File: src/rtl/xbus_strobe_pkg.sv
package xbus_strobe_pkg;
  typedef enum logic [1:0] {CYC_FETCH, CYC_CODE, CYC_RD, CYC_WR} cyc_kind_e;

  typedef struct packed {
    cyc_kind_e kind;
    logic      ind8;
    logic      ale_en;
    logic      fetch_en;
    logic      active;
  } cyc_cfg_t;

  typedef enum logic [1:0] {SRC_NONE, SRC_ADDR, SRC_WDATA} bus_src_e;

  typedef struct packed {
    logic     ale;
    logic     psen_n;
    logic     rd_n;
    logic     wr_n;
    bus_src_e src;
  } strobe_t;

  function automatic logic is_data(cyc_kind_e k);
    return (k == CYC_RD) || (k == CYC_WR);
  endfunction
endpackage

File: src/rtl/xbus_phase_cnt.sv
module xbus_phase_cnt #(
  parameter int CYC_LEN = 12,
  localparam int PW = $clog2(CYC_LEN)
) (
  input  logic          clk_i,
  input  logic          rst_ni,
  output logic [PW-1:0] phase_o,
  output logic          start_o
);
  localparam logic [PW-1:0] LAST = PW'(CYC_LEN - 1);

  always_ff @(posedge clk_i or negedge rst_ni) begin
    if (!rst_ni)               phase_o <= '0;
    else if (phase_o == LAST)  phase_o <= '0;
    else                       phase_o <= phase_o + 1'b1;
  end

  assign start_o = (phase_o == '0);
endmodule

File: src/rtl/xbus_cyc_class.sv
module xbus_cyc_class
  import xbus_strobe_pkg::*;
(
  input  logic     clk_i,
  input  logic     rst_ni,
  input  logic     start_i,
  input  logic     ext_exec_i,
  input  logic     ale_dis_i,
  input  logic     xrd_req_i,
  input  logic     xwr_req_i,
  input  logic     code_rd_i,
  input  logic     ind8_i,
  output cyc_cfg_t cfg_o
);
  cyc_cfg_t live, held;

  always_comb begin
    live.ind8 = ind8_i;
    if (xwr_req_i)      live.kind = CYC_WR;   // write wins over read
    else if (xrd_req_i) live.kind = CYC_RD;
    else if (code_rd_i) live.kind = CYC_CODE;
    else                live.kind = CYC_FETCH;
    live.fetch_en = ext_exec_i || (live.kind == CYC_CODE);
    live.ale_en   = !ale_dis_i || ext_exec_i || (live.kind != CYC_FETCH);
    live.active   = live.fetch_en || is_data(live.kind);
  end

  always_ff @(posedge clk_i or negedge rst_ni) begin
    if (!rst_ni) held <= '{kind: CYC_FETCH, ind8: 1'b0, ale_en: 1'b1, fetch_en: 1'b0, active: 1'b0};
    else if (start_i) held <= live;
  end

  assign cfg_o = start_i ? live : held;
endmodule

File: src/rtl/xbus_strobe_dec.sv
module xbus_strobe_dec
  import xbus_strobe_pkg::*;
#(
  parameter int CYC_LEN = 12,
  parameter int ALE_W   = 2,
  parameter int PSEN_W  = 3,
  parameter int STB_W   = 6,
  localparam int PW = $clog2(CYC_LEN)
) (
  input  logic [PW-1:0] phase_i,
  input  cyc_cfg_t      cfg_i,
  output strobe_t       stb_o
);
  localparam int HALF   = CYC_LEN / 2;
  localparam int PSEN_0 = ALE_W + 1;          // one clock after latch falls
  localparam int STB_0  = ALE_W + 3;          // three clocks after latch falls
  localparam int WD_0   = ALE_W + 1;
  localparam int WD_N   = STB_0 + STB_W + 1 - WD_0;

  function automatic logic in_win(int p, int lo, int n);
    return (p >= lo) && (p < lo + n);
  endfunction

  int  p;
  logic first_ale, second_ale, data;

  always_comb begin
    p          = int'(phase_i);
    data       = is_data(cfg_i.kind);
    first_ale  = in_win(p, 0, ALE_W);
    second_ale = in_win(p, HALF, ALE_W);

    stb_o.ale = !cfg_i.ale_en || first_ale || (second_ale && !data);

    stb_o.psen_n = !(cfg_i.fetch_en && !data &&
                     (in_win(p, PSEN_0, PSEN_W) || in_win(p, HALF + PSEN_0, PSEN_W)));
    stb_o.rd_n = !((cfg_i.kind == CYC_RD) && in_win(p, STB_0, STB_W));
    stb_o.wr_n = !((cfg_i.kind == CYC_WR) && in_win(p, STB_0, STB_W));

    stb_o.src = SRC_NONE;
    if (cfg_i.active) begin
      if (first_ale || (second_ale && !data))                  stb_o.src = SRC_ADDR;
      else if (cfg_i.kind == CYC_WR && in_win(p, WD_0, WD_N))  stb_o.src = SRC_WDATA;
    end
  end
endmodule

File: src/rtl/xbus_strobe.sv
module xbus_strobe
  import xbus_strobe_pkg::*;
#(
  parameter int CYC_LEN = 12,
  parameter int ALE_W   = 2,
  parameter int PSEN_W  = 3,
  parameter int STB_W   = 6,
  parameter int BW      = 8
) (
  input  logic          clk_i,
  input  logic          rst_ni,
  input  logic          ext_exec_i,
  input  logic          ale_dis_i,
  input  logic          xrd_req_i,
  input  logic          xwr_req_i,
  input  logic          code_rd_i,
  input  logic          ind8_i,
  input  logic [2*BW-1:0] pc_i,
  input  logic [2*BW-1:0] dptr_i,
  input  logic [BW-1:0] ri_addr_i,
  input  logic [BW-1:0] p2_latch_i,
  input  logic [BW-1:0] wr_data_i,
  output logic          ale_o,
  output logic          psen_no,
  output logic          rd_no,
  output logic          wr_no,
  output logic [BW-1:0] ad_o,
  output logic          ad_oe_o,
  output logic [BW-1:0] addr_hi_o
);
  localparam int PW = $clog2(CYC_LEN);

  logic [PW-1:0] phase;
  logic          start;
  cyc_cfg_t      cfg;
  strobe_t       stb;
  logic [BW-1:0] lo_sel, hi_sel, ad_nxt;

  xbus_phase_cnt #(.CYC_LEN(CYC_LEN)) u_cnt (
    .clk_i(clk_i), .rst_ni(rst_ni), .phase_o(phase), .start_o(start)
  );

  xbus_cyc_class u_class (
    .clk_i(clk_i), .rst_ni(rst_ni), .start_i(start),
    .ext_exec_i(ext_exec_i), .ale_dis_i(ale_dis_i),
    .xrd_req_i(xrd_req_i), .xwr_req_i(xwr_req_i), .code_rd_i(code_rd_i),
    .ind8_i(ind8_i), .cfg_o(cfg)
  );

  xbus_strobe_dec #(
    .CYC_LEN(CYC_LEN), .ALE_W(ALE_W), .PSEN_W(PSEN_W), .STB_W(STB_W)
  ) u_dec (
    .phase_i(phase), .cfg_i(cfg), .stb_o(stb)
  );

  always_comb begin
    if (is_data(cfg.kind)) begin
      lo_sel = cfg.ind8 ? ri_addr_i  : dptr_i[BW-1:0];
      hi_sel = cfg.ind8 ? p2_latch_i : dptr_i[2*BW-1:BW];
    end else begin
      lo_sel = pc_i[BW-1:0];
      hi_sel = pc_i[2*BW-1:BW];
    end
    unique case (stb.src)
      SRC_ADDR:  ad_nxt = lo_sel;
      SRC_WDATA: ad_nxt = wr_data_i;
      default:   ad_nxt = '0;
    endcase
  end

  always_ff @(posedge clk_i or negedge rst_ni) begin
    if (!rst_ni) begin
      ale_o     <= 1'b0;
      psen_no   <= 1'b1;
      rd_no     <= 1'b1;
      wr_no     <= 1'b1;
      ad_o      <= '0;
      ad_oe_o   <= 1'b0;
      addr_hi_o <= '0;
    end else begin
      ale_o     <= stb.ale;
      psen_no   <= stb.psen_n;
      rd_no     <= stb.rd_n;
      wr_no     <= stb.wr_n;
      ad_o      <= ad_nxt;
      ad_oe_o   <= (stb.src != SRC_NONE);
      addr_hi_o <= hi_sel;
    end
  end
endmodule

File: config.mk
export PLATFORM = sky130hd
export DESIGN_NAME = xbus_strobe
export DESIGN_NICKNAME = d
export VERILOG_FILES = /design/src/rtl/xbus_strobe_pkg.sv /design/src/rtl/xbus_phase_cnt.sv /design/src/rtl/xbus_cyc_class.sv /design/src/rtl/xbus_strobe_dec.sv /design/src/rtl/xbus_strobe.sv
export SDC_FILE = /design/constraint.sdc
export NUM_CORES = 1
export LEC_CHECK = 0
export CORE_MARGIN = 3
export CORE_UTILIZATION = 35
export DETAILED_ROUTE_END_ITERATION = 8
export HOLD_SLACK_MARGIN = 0.05
export PLACE_DENSITY = 0.76
export SYNTH_ARGS = -nofsm -noshare
export SYNTH_HDL_FRONTEND = slang
export SYNTH_SLANG_ARGS = --single-unit
export TNS_END_PERCENT = 30
File: constraint.sdc
create_clock -name clk_i -period 2.1 [get_ports clk_i]
set_clock_uncertainty 0.1 [all_clocks]
set_input_delay 0.63 -clock clk_i [delete_from_list [all_inputs] [get_ports clk_i]]
set_output_delay 0.63 -clock clk_i [all_outputs]
set_load 0.02 [all_outputs]
Word level (Yosys, flattened, before mapping)
Cells that the tools add are included.
{ "classes": {"n_eq_ne": 8, "addsub": 1, "reduce_logical": 30, "n_mux": 13, "n_lt_le_gt_ge": 9} }
{ "op_table": {"columns": ["operator", "n"], "rows": [
  ["$mux 8", 4],
  ["$pmux 8 s2", 1],
  ["$lt 4x4->1 const B", 3],
  ["$logic_and 1x1->1", 11],
  ["$eq 2x2->1 const B", 5],
  ["$logic_or 1x1->1", 10],
  ["$mux 2", 5],
  ["$ge 4x3->1 const B", 2],
  ["$logic_not 1->1", 6],
  ["$mux 6", 1],
  ["$add 4x1->4 const B", 1],
  ["$eq 2x1->1 const B", 2],
  ["$eq 4x4->1 const B", 1],
  ["$ge 4x2->1 const B", 1],
  ["$ge 4x4->1 const B", 1],
  ["$logic_not 4->1", 1],
  ["$lt 4x2->1 const B", 1],
  ["$lt 4x3->1 const B", 1],
  ["$mux 4", 1],
  ["$reduce_bool 2->1", 2],
  ["$mux 1", 1]
]} }
{ "totals": {"reg_bits": 31, "elab_cells": 74, "out_inout_bits": 21} }

Logic depth before layout (Yosys ltp)
{ "depth": {"word_depth": 16, "ltp_mapped": 9} }

Cells and area by module
From an unflattened synthesis, not the netlist that was laid out.
{ "unflattened": {"cells_unflattened": 152, "area_unflattened_um2": 1594.0} }
{ "modules_own_cells": {"columns": ["mod", "instances", "area_each_um2", "cells_each"], "rows": [
  ["xbus_strobe", 1, 1031.0, 91],
  ["xbus_cyc_class", 1, 247.7, 24],
  ["xbus_phase_cnt", 1, 198.9, 18],
  ["xbus_strobe_dec", 1, 116.4, 19]
]} }

Worst setup path after synthesis
OpenSTA, ideal clock, no wires.
{ "synth_timing": {"kind": "register -> register", "from": "register u_cnt.phase_o[1]", "to": "register ad_o[4]", "path_stages_with_launch": 10, "slack_ns": -0.147, "setup_time_ns": 0.132, "arrival_time_ns": 2.016, "t_required_ns": 1.868, "path_cell_list": "dfrtp_1 inv_1 ha_1 or3b_4 buf_6 a21o_1 buf_6 buf_8 a221oi_2 o32ai_1"} }
{ "synth_lines": {"columns": ["item", "line", "source"], "rows": [
  ["from (decl)", "xbus_phase_cnt.sv:7", "output logic [PW-1:0] phase_o,"],
  ["from (signal assigned)", "xbus_phase_cnt.sv:15", "else phase_o <= phase_o + 1'b1;"],
  ["to (signal assigned)", "xbus_strobe.sv:85", "ad_o <= ad_nxt;"],
  ["to (decl)", "xbus_strobe.sv:27", "output logic [BW-1:0] ad_o,"]
]} }

Worst setup path in the final report
{ "layout_timing": {"from": "register u_cnt.phase_o[1]", "to": "register ad_o[0]"} }
{ "layout_between": {"elab_chain_len": 11, "word_cells_on_any_way": 24} }
{ "layout_rtl": {"columns": ["item", "line", "source"], "rows": [
  ["$logic_not 4->1", "xbus_phase_cnt.sv:18", "assign start_o = (phase_o == '0);"],
  ["$mux 6", "xbus_cyc_class.sv:33", "assign cfg_o = start_i ? live : held;"],
  ["$eq 2x2->1, on equally long branches", "xbus_strobe_pkg.sv:23, xbus_strobe_dec.sv:43", null],
  ["$logic_or 1x1->1", "xbus_strobe_pkg.sv:23", "return (k == CYC_RD) || (k == CYC_WR);"],
  ["$logic_not 1->1", "xbus_strobe_dec.sv:42", "if (first_ale || (second_ale && !data)) stb_o.src = SRC_ADDR;"],
  ["$logic_and 1x1->1", "xbus_strobe_dec.sv:42", null],
  ["$logic_or 1x1->1", "xbus_strobe_dec.sv:42", null],
  ["$mux 2", "xbus_strobe_dec.sv:42", null],
  ["$mux 2", "xbus_strobe_dec.sv:41", "if (cfg_i.active) begin"],
  ["$eq 2x2->1 / $eq 2x1->1 (equally long branches)", "xbus_strobe.sv:64", "unique case (stb.src)"],
  ["$pmux 8 s2 (*)", "xbus_strobe.sv:64", null],
  ["net ad_nxt[0]", "xbus_strobe.sv:37", "logic [BW-1:0] lo_sel, hi_sel, ad_nxt;"]
]} }
Mark *: on every way through the listed nets, which the timed path passes. The rest lies on a longest branch.

==> summary.md <==
| Metric | Value |
|---|---|
| Share of cells above drive strength 1 | `0.267` |
| PnR worst setup slack | `0.0235 ns` |
| Max Freq | `between 400 and 500 MHz` |
| Num CTS Buffers | `5` |
| #FFs+latches synth | `31` |
| Flop-to-flop setup slack | `approximately 0.023 ns` |
| Crit-path slowest cell | `or3b_4` |
| H-tree depth | `2` |
| P_leak | `1.28 nW` |
| Most frequent cells in the layout | `clkdlybuf4s50_1, dfrtp_1, buf_4` |
| Die Y-Extent | `approximately 74 µm` |
| Fin. max-slew vios | `0` |
| Routed vias/inst | `4.99` |
| Required @ worst endpoint | `between 2 and 2.5 ns` |
| # hold bufs at CTS | `0` |
| Post-Syn Area | `about 1600 µm²` |
| Dpl ws | `-0.469 ns` |
| Root buf cell | `clkbuf_8` |
| DR WL/cell | `roughly 16 µm` |
| Maximum VDD drop | `0.458 mV` |
| Chip width | `between 70 and 80 µm` |
| Vias in the first global route | `1496` |
| Final worst path period share | `0.989` |
| Antenna violations before repair | `0` |
| Initial Utilization | `0.369` |
| N_diodes | `0` |
| Worst-Margin Slew | `0.500 ns` |
| Outcome | `finished clean` |
| GRT overflow | `0` |
| Dpl cells | `304` |
| CP Max Fanout | `10` |
| Min-Delay Startpoint | `u_class.held[2]` |
| DP HPWL | `3420 µm` |
| Delay-heaviest family, CP | `compound AO/OA/AOI/OAI gates` |
| Post-synth cell types | `41` |
| Core Region | `4410 µm²` |
| RSZ-0062 raised after global routing | `true` |
| GRT Util Overall | `0.168` |
| CTS tree | `done` |
| RePlAce Congestion | `a little over 0.8` |
| Syn Nets | `between 200 and 250` |
| Crit path time final | `2.08 ns` |
| Worst relative slew slack | `0.662` |
| End of the worst register-to-register path | `ad_o[0]` |
| Pwr/cell area | `a little over 500 nW/µm²` |
| Critical-path cell list | `inv_2 > ha_4 > or3b_4 > a21o_1 > buf_12 > a221oi_2 > o32ai_2` |
| Routed WL | `approximately 5000 µm` |
| Yosys warnings | `0` |
| Sink Count | `31` |
| Seq/Total Area, Yosys | `0.479` |
| WP data arrival | `2.13 ns` |
| Reg2reg start | `u_cnt.phase_o[1]` |
| WHS Path Cells | `2` |
| Setup violators final | `0` |
| Cell area after layout | `2990 µm²` |
| Dpl cell area | `2650 µm²` |
| Largest net degree at the start of global routing | `32` |
| Die area | `5510 µm²` |
| # IOs | `85` |
| CP Class | `reg2reg` |
| Layout area overhead | `83.7%` |
| Clock Path Buffers | `2` |
| Total number of vias | `1588` |
| Detail Route Antenna Nets | `0` |
| CP Capture Type | `register` |
| DRT Pass-1 Iters | `4` |
| Worst Path Buf+Inv | `2` |
| Max_cap viols | `0` |
| Worst skew pair latency | `0.28 ns` |
| Worst hold path class | `reg2reg` |
| Hold path endpoint | `u_class.held[2]` |
| # nets final | `334` |
| Iter 0 DRT Violations | `between 70 and 80` |
| Avg Inst Size Synth | `10.3 µm²` |
| Most common cell after layout, fill and taps aside | `clkdlybuf4s50_1` |
| PortBufs | `84` |
| Cell count after synthesis | `158` |
| Clock transition at path regs | `0.07 ns` |
| Final Hold Fails | `0` |
| Slowest cell delay on critical path | `0.46 ns` |
| Final cell count without fillers | `318` |
| First-pass GRT wire length | `7120 µm` |
| Cell row count | `24` |
| R2R cell count | `7` |
| DRC violations left | `0` |
| Startpoint Class | `register` |
==> power by group <==
group	switching, mW	internal, mW	total, mW
registers	0.0127	0.634	0.647
logic	0.163	0.234	0.397
clock network	0.211	0.257	0.467
==> cells in the mapped netlist, drive strengths merged <==
| cell type | number | area, µm² |
|---|---|---|
| nand3 | 1 | 5.00 |
| dfstp | 4 | 105 |
| or3b | 1 | 11.3 |
| buf | 6 | 55.1 |
| o32ai | 8 | 70.1 |
| o41ai | 1 | 8.76 |
| nand2b | 4 | 25.0 |
| nor2 | 11 | 41.3 |
| o21a | 1 | 7.51 |
| nor4b | 1 | 8.76 |
| a21o | 1 | 7.51 |
| a22oi | 1 | 7.51 |
| or3 | 1 | 6.26 |
| or4 | 1 | 7.51 |
| dfrtp | 27 | 676 |
| or2 | 2 | 12.5 |
| a221oi | 9 | 91.3 |
| inv | 14 | 52.6 |
| and2b | 2 | 16.3 |
| mux2i | 9 | 103 |
| ha | 4 | 50.1 |
| nand2 | 15 | 56.3 |
| nor2b | 8 | 50.1 |
| mux2 | 1 | 11.3 |
| and4bb | 1 | 12.5 |
| a21oi | 7 | 35.0 |
| o21ai | 12 | 60.1 |
| nand3b | 2 | 18.8 |
| o21bai | 1 | 7.51 |
| o22ai | 1 | 6.26 |
| clkbuf | 1 | 3.75 |
==> cell families after synthesis <==
kind of cell,count (synthesis),share of synthesized area
simple gates,50,0.167
fa+ha+maj,4,0.0307
mux,10,0.0699
compound gates,42,0.185
buf+inv,21,0.0684
flops,31,0.479
==> registers in the layout, summed over array words and instances (netlist names) <==
name,count
ad_oe_o,1
psen_no,1
ale_o,1
wr_no,1
addr_hi_o,8
u_cnt.phase_o,4
rd_no,1
ad_o,8
u_class.held,6
==> worst max path at each step <==
stage / cells past startpoint / slack, ns / startpoint / end
floorplan: 9 / -0.04 / u_cnt.phase_o[1] / ad_o[4]
global placement: 5 / -0.44 / code_rd_i / ad_o[0]
detailed placement: 5 / -0.47 / code_rd_i / ad_o[6]
CTS: 7 / -0.006 / u_cnt.phase_o[0] / ad_o[1]
global route: 7 / -0.07 / u_cnt.phase_o[1] / ad_o[0]
finish: 7 / 0.02 / u_cnt.phase_o[1] / ad_o[0]
==> worst reg2reg max path, stage by stage (launching register included) <==
cell and delay (ns):
dfrtp_1 0.38, inv_2 0.08, ha_4 0.14, or3b_4 0.46, a21o_1 0.24, buf_12 0.16, a221oi_2 0.30, o32ai_2 0.11
==> per-stage QoR <==
stage	power [mW]	hold WS [ns]	TNS [ns]	utilization
floorplan	0.782	0.234	-0.0416	-
global placement	1.01	0.384	-5.67	0.601
detailed placement	1.01	0.386	-6.04	0.601
CTS	1.48	0.396	-0.0114	0.628
global route	1.58	0.434	-0.260	0.678
finish	1.51	0.400	0	0.678
==> metal layers <==
| layer | wire length [µm] | vias up | GRT usage |
|---|---|---|---|
| li1 | - | 777 | - |
| met1 | 1890 | 754 | 0.211 |
| met2 | 2690 | 51 | 0.290 |
| met3 | 362 | 6 | 0.0419 |
| met4 | 67 | 0 | 0.0415 |
| met5 | 0 | - | 0 |
==> final cells by class <==
class | count | area (µm²)
clock buffer | 6 | 82.6
fill | 340 | 1420
sequential | 31 | 781
clock inverter | 1 | 5.00
multi-input combinational | 106 | 917
timing repair buffer | 107 | 1070
inverter | 14 | 65.1
tap | 52 | 65.1
timing repair inverter | 1 | 8.76
==> what timing repair did <==
action,in CTS,in global routing
gates cloned,0,2
pin swaps,0,12
endpoints found under the setup margin,11,18
buffers inserted,1,4
gates resized for setup,11,30
Power figures use the tool's default switching activity.
